--- src/rtl/pll_reprog_seq.sv ---
module pll_reprog_seq #(
  parameter bit INV_BYPASS = 1'b0,
  parameter int LOCK_TRIES = 1000
) (
  input  logic        clk,
  input  logic        rst_n,
  input  logic        wr_en,
  input  logic [31:0] wr_data,
  output logic [31:0] rd_data,
  input  logic        req_valid,
  input  logic [16:0] req_mult,
  input  logic        pll_lock_async,
  input  logic        us_tick,
  output logic [15:0] pll_mult,
  output logic [7:0]  pll_prediv,
  output logic        pll_enable,
  output logic        pll_bypass,
  output logic        bypass_active,
  output logic        busy,
  output logic        err_timeout,
  output logic        err_busy,
  output logic        err_range
);
  localparam int CW = $clog2(LOCK_TRIES + 1);

  typedef enum logic [2:0] {S_IDLE, S_BYP, S_LOAD, S_WAIT, S_REL} st_t;

  st_t         st;
  logic [15:0] mult_q, pend_q;
  logic [7:0]  div_q;
  logic        en_q, bp_q, lc_q;
  logic        lk_m, lk_s;
  logic [CW-1:0] cnt;

  wire req_bad = (req_mult == 17'd0) || req_mult[16];
  wire go      = req_valid && (st == S_IDLE) && !req_bad;

  assign busy          = (st != S_IDLE);
  assign bypass_active = bp_q ^ INV_BYPASS;
  assign pll_bypass    = bp_q;
  assign pll_mult      = mult_q;
  assign pll_prediv    = div_q;
  assign pll_enable    = en_q;
  assign rd_data       = {mult_q, div_q, lk_s, 3'b000, en_q, bp_q, 1'b0, lc_q};

  always_ff @(posedge clk or negedge rst_n) begin
    if (!rst_n) begin
      lk_m <= 1'b0;
      lk_s <= 1'b0;
    end else begin
      lk_m <= pll_lock_async;
      lk_s <= lk_m;
    end
  end

  always_ff @(posedge clk or negedge rst_n) begin
    if (!rst_n) begin
      st          <= S_IDLE;
      mult_q      <= 16'd1;
      pend_q      <= 16'd1;
      div_q       <= 8'd1;
      en_q        <= 1'b0;
      bp_q        <= ~INV_BYPASS;
      lc_q        <= 1'b0;
      cnt         <= '0;
      err_timeout <= 1'b0;
      err_busy    <= 1'b0;
      err_range   <= 1'b0;
    end else begin
      if (req_valid && busy) err_busy <= 1'b1;
      if (req_valid && !busy && req_bad) err_range <= 1'b1;
      case (st)
        S_IDLE: begin
          if (go) begin
            pend_q <= req_mult[15:0];
            st     <= S_BYP;
          end else if (wr_en) begin
            mult_q <= wr_data[31:16];
            div_q  <= wr_data[15:8];
            en_q   <= wr_data[3];
            bp_q   <= wr_data[2];
            lc_q   <= wr_data[0];
          end
        end
        S_BYP: begin
          bp_q <= ~INV_BYPASS;
          st   <= S_LOAD;
        end
        S_LOAD: begin
          mult_q <= pend_q;
          div_q  <= 8'd1;
          lc_q   <= 1'b0;
          cnt    <= '0;
          st     <= en_q ? S_WAIT : S_REL;
        end
        S_WAIT: begin
          if (us_tick) begin
            if (lk_s) st <= S_REL;
            else if (cnt == CW'(LOCK_TRIES - 1)) begin
              err_timeout <= 1'b1;
              st          <= S_REL;
            end else cnt <= cnt + 1'b1;
          end
        end
        S_REL: begin
          bp_q <= INV_BYPASS;
          st   <= S_IDLE;
        end
        default: st <= S_IDLE;
      endcase
    end
  end


  accept_busy_chk: assert property (@(posedge clk) disable iff (!rst_n)
    (req_valid && !busy && !req_bad) |=> busy);


  wait_in_bypass_chk: assert property (@(posedge clk) disable iff (!rst_n)
    (st == S_WAIT || st == S_LOAD) |-> bypass_active);


  timeout_release_chk: assert property (@(posedge clk) disable iff (!rst_n)
    $rose(err_timeout) |=> (!busy && !bypass_active));


  drop_flag_chk: assert property (@(posedge clk) disable iff (!rst_n)
    (req_valid && busy) |=> err_busy);


  reject_idle_chk: assert property (@(posedge clk) disable iff (!rst_n)
    (req_valid && !busy && req_bad) |=> (!busy && err_range && $stable(mult_q)));


  write_locked_chk: assert property (@(posedge clk) disable iff (!rst_n)
    (busy && st != S_LOAD && st != S_BYP && st != S_REL) |=> $stable(en_q));
endmodule

--- config.mk ---
export PLATFORM = sky130hd
export DESIGN_NAME = pll_reprog_seq
export DESIGN_NICKNAME = d
export VERILOG_FILES = /design/src/rtl/pll_reprog_seq.sv
export SDC_FILE = /design/constraint.sdc
export NUM_CORES = 1
export LEC_CHECK = 0
export CORE_MARGIN = 2
export CORE_UTILIZATION = 47
export CTS_BUF_LIST = sky130_fd_sc_hd__clkbuf_8
export DETAILED_ROUTE_END_ITERATION = 10
export GPL_ROUTABILITY_DRIVEN = 0
export HOLD_SLACK_MARGIN = 0.08
export PLACE_DENSITY = 0.94
export SYNTH_ARGS = -nofsm -noshare
export SYNTH_HDL_FRONTEND = slang
export SYNTH_SLANG_ARGS = --single-unit
--- constraint.sdc ---
create_clock -name clk -period 2.5 [get_ports clk]
set_clock_uncertainty 0.05 [all_clocks]
set_input_delay 0.5 -clock clk [delete_from_list [all_inputs] [get_ports clk]]
set_output_delay 0.5 -clock clk [all_outputs]
set_load 0.01 [all_outputs]
==> impl_metrics.yaml <==
synth:
  ys.flop_type: "dfrtp_1"
  async_flop_share_pct: 100.0
  synth_edf_count: 0
  avgSynthCellArea_sq_um: 11.37
  syn_inst: 291
  seq_area_frac_synth_pct: 46.28
  ys_types: 54
  syn_area_sq_um: 3309
  ys_warn_count: 0
  synth-seq-cells: 61
min_path:
  hp-class: "input pin to async pin"
sta:
  fin_crit_sh_pct: 95.48
  setup_viol_count_final: 0
  setup_slack_ns: 0.1131
  rsz0062_at_grt: "false"
  fin_crit_ns: 2.387
  drv_slew: 0
  tns_ns: 0
  max_freq_ghz: 0.4190
  hold_ws_ns: 0.1306
  hold_viol: 0
  slew_headroom_pct: 51.86
  worst-slew-pin-transition_ns: 0.7125
cells_and_area:
  fin_nets: 449
  final_area_sq_um: 4621
  layout.cells.non_filler: 494
  antenna_cells: 0
  synthToLayoutAreaGrowth_pct: 39.62
  drive_above_1_share_pct: 25.38
route:
  drt_iter0_markers: 121
  routed-via-count: 2623
  route.met2.wl_mm: 4.019
  routed_wl_mm: 7.881
  route.detailed.drc: 0
  detail_route.wl_per_cell_microns: 15.95
  dr.max_layer_used: "met4"
  vias_per_cell: 5.310
  drt-pass1-iter-count: 4
  wl_met3_microns: 567
  met1_length_mm: 3.227
  ant_nets: 0
clock_network:
  cts_buffers: 9
  clk_latency_ns: 0.34
  cts_setup_buffers: 0
  cts.repair.resized: 0
  holdBufCountCts: 0
  cts-root-buf: "clkbuf_8"
  h-tree-depth: 3
  path_clk_slew_ns: 0.07
  cts.sinks: 61
  cts_max_path_buffers: 2
  tritoncts: "done"
placement:
  placed_cell_area_sq_um: 4395
  port_buffers: 108
  dp_cells: 478
  pre_cts_slack_ns: -0.2861
  hpwl_mm: 5.622
critical_path:
  setup.worst_path.class: "input pin to flip-flop"
  arrival_ns: 2.56
  startpoint_type: "input pin"
  reg2reg_depth: 5
  crit_required_ns: 2.67
  cp-end-kind: "flip-flop"
  cp_max_fo: 16
  rrSetupSlack_ns: 0.37
grt:
  grt_max_degree: 31
  grt_usage_pct: 21.61
  grt_pass1_vias: 2656
  antenna_found_initial: 0
  overflow: 0
  grt_pass1_wl_mm: 12.81
power:
  p_sw_share_pct: 33.79
  p_sw_mw: 1.902
  seqPwrFrac_pct: 31.6
  vdd_drop_max_mv: 0.6932
  p_int_mw: 3.726
  power.density_nw_per_um2: 1218
  power_frac_clock_pct: 17.7
  p_leak_nw: 1.911
  pwr-share-comb_pct: 50.7
floorplan:
  die_area_sq_um: 7728
  die_h_microns: 87.91
  io_pins: 118
  row_count: 30
  coreArea_sq_um: 6794
  fp.dieW_microns: 87.91
  start_util_pct: 48.71
run:
  drv_cap: 0
outcome:
  outcome: "complete, no violations"
## cell usage in the layout (no fill, tap or decap), drive strengths merged, types with 4 or more instances in the layout
cell type / instances
o21ai: 6
dfrtp: 57
o221ai: 8
nor3: 6
nand4: 4
buf: 27
nor4: 5
inv: 13
mux2: 49
clkbuf: 11
nand3: 7
conb: 4
a21oi: 7
o2111ai: 7
dfstp: 4
nor2: 12
nand2: 20
clkdlybuf4s50: 107
## kinds of logic (layout without fill, tap and decap cells)
logic type	Yosys count	count (layout)	share of synthesized area [%]
AND/OR/NAND/NOR	71	71	11.99
flip-flops	61	61	46.28
buffers and inverters	58	162	11.68
multiplexers	52	52	18.37
AO/OA/AOI/OAI	46	46	10.93
adder cells (fa/ha/maj)	1	1	0.3780
other	1	4	0.1133
XOR/XNOR	1	1	0.2647
## worst max-delay path, stage by stage
cell	delay (ns)
clkdlybuf4s50_1	0.43
nor4_1	0.39
buf_4	0.18
nand4_1	0.19
a211oi_4	0.32
buf_12	0.19
mux2_2	0.35
## cell usage after synthesis (5+ instances only)
library cell / instances / area [sq um]
nand3_1: 7 / 35.03
o21ai_0: 6 / 30.03
dfrtp_1: 57 / 1426
inv_1: 12 / 45.04
o2111ai_1: 7 / 61.31
nor4_1: 5 / 31.28
nand2_1: 20 / 75.07
clkbuf_1: 6 / 22.52
nor3_1: 6 / 30.03
mux2_4: 7 / 105.1
mux2_2: 39 / 439.2
buf_4: 34 / 255.2
nor2_1: 9 / 33.78
o221ai_1: 8 / 70.07
a21oi_1: 7 / 35.03
## through the flow
step	utilization, %	power [mW]
after floorplan	-	3.525
after global placement	64.70	4.533
after detailed placement	64.70	4.644
after CTS	68.01	5.667
after global routing	68.01	5.966
final	68.01	5.628
## sequential cells by signal, indices dropped and copies added, names as in the netlist, 3 cells and up
register	count
pend_q	16
pll_mult	16
cnt	10
pll_prediv	8
st	3
## power by group through the flow
stage	registers, mW	logic, mW	clock network, mW
finish	1.78	2.86	0.997
global route	1.83	3.08	1.05
CTS	1.78	2.88	1.01
detailed placement	1.78	2.86	0
global placement	1.75	2.78	0
floorplan	1.79	1.73	0
## routing by layer
| layer | vias up | track usage (%) |
|---|---|---|
| li1 | 1226 | - |
| met1 | 1267 | 26.44 |
| met4 | 0 | 7.133 |
| met2 | 121 | 37.53 |
| met3 | 9 | 5.184 |
| met5 | - | 0 |
## worst paths after layout
| check | start | end |
|---|---|---|
| worst max-delay path | req_mult[2] | pll_mult[5]$_DFFE_PN0P_ |
| worst min-delay path | rst_n | pll_prediv[6]$_DFFE_PN0P_ |
| worst max register to register | st[2]$_DFFE_PN0P_ | pll_enable$_DFFE_PN0P_ |
| worst min register to register | lk_m$_DFF_PN0_ | lk_s$_DFF_PN0_ |
| max in group asynchronous | rst_n | pll_mult[1]$_DFFE_PN0P_ |
| min in group clk | lk_m$_DFF_PN0_ | lk_s$_DFF_PN0_ |
## layout make-up
| type | instances | area, sq um |
|---|---|---|
| Tap cell | 96 | 120.1 |
| Fill cell | 485 | 2173 |
| Clock inverter | 5 | 73.82 |
| Clock buffer | 11 | 151.4 |
| Inverter | 12 | 45.04 |
| Timing Repair Buffer | 134 | 1296 |
| Sequential cell | 61 | 1531 |
| Multi-Input combinational cell | 175 | 1403 |
Power figures use the tool's default switching activity.
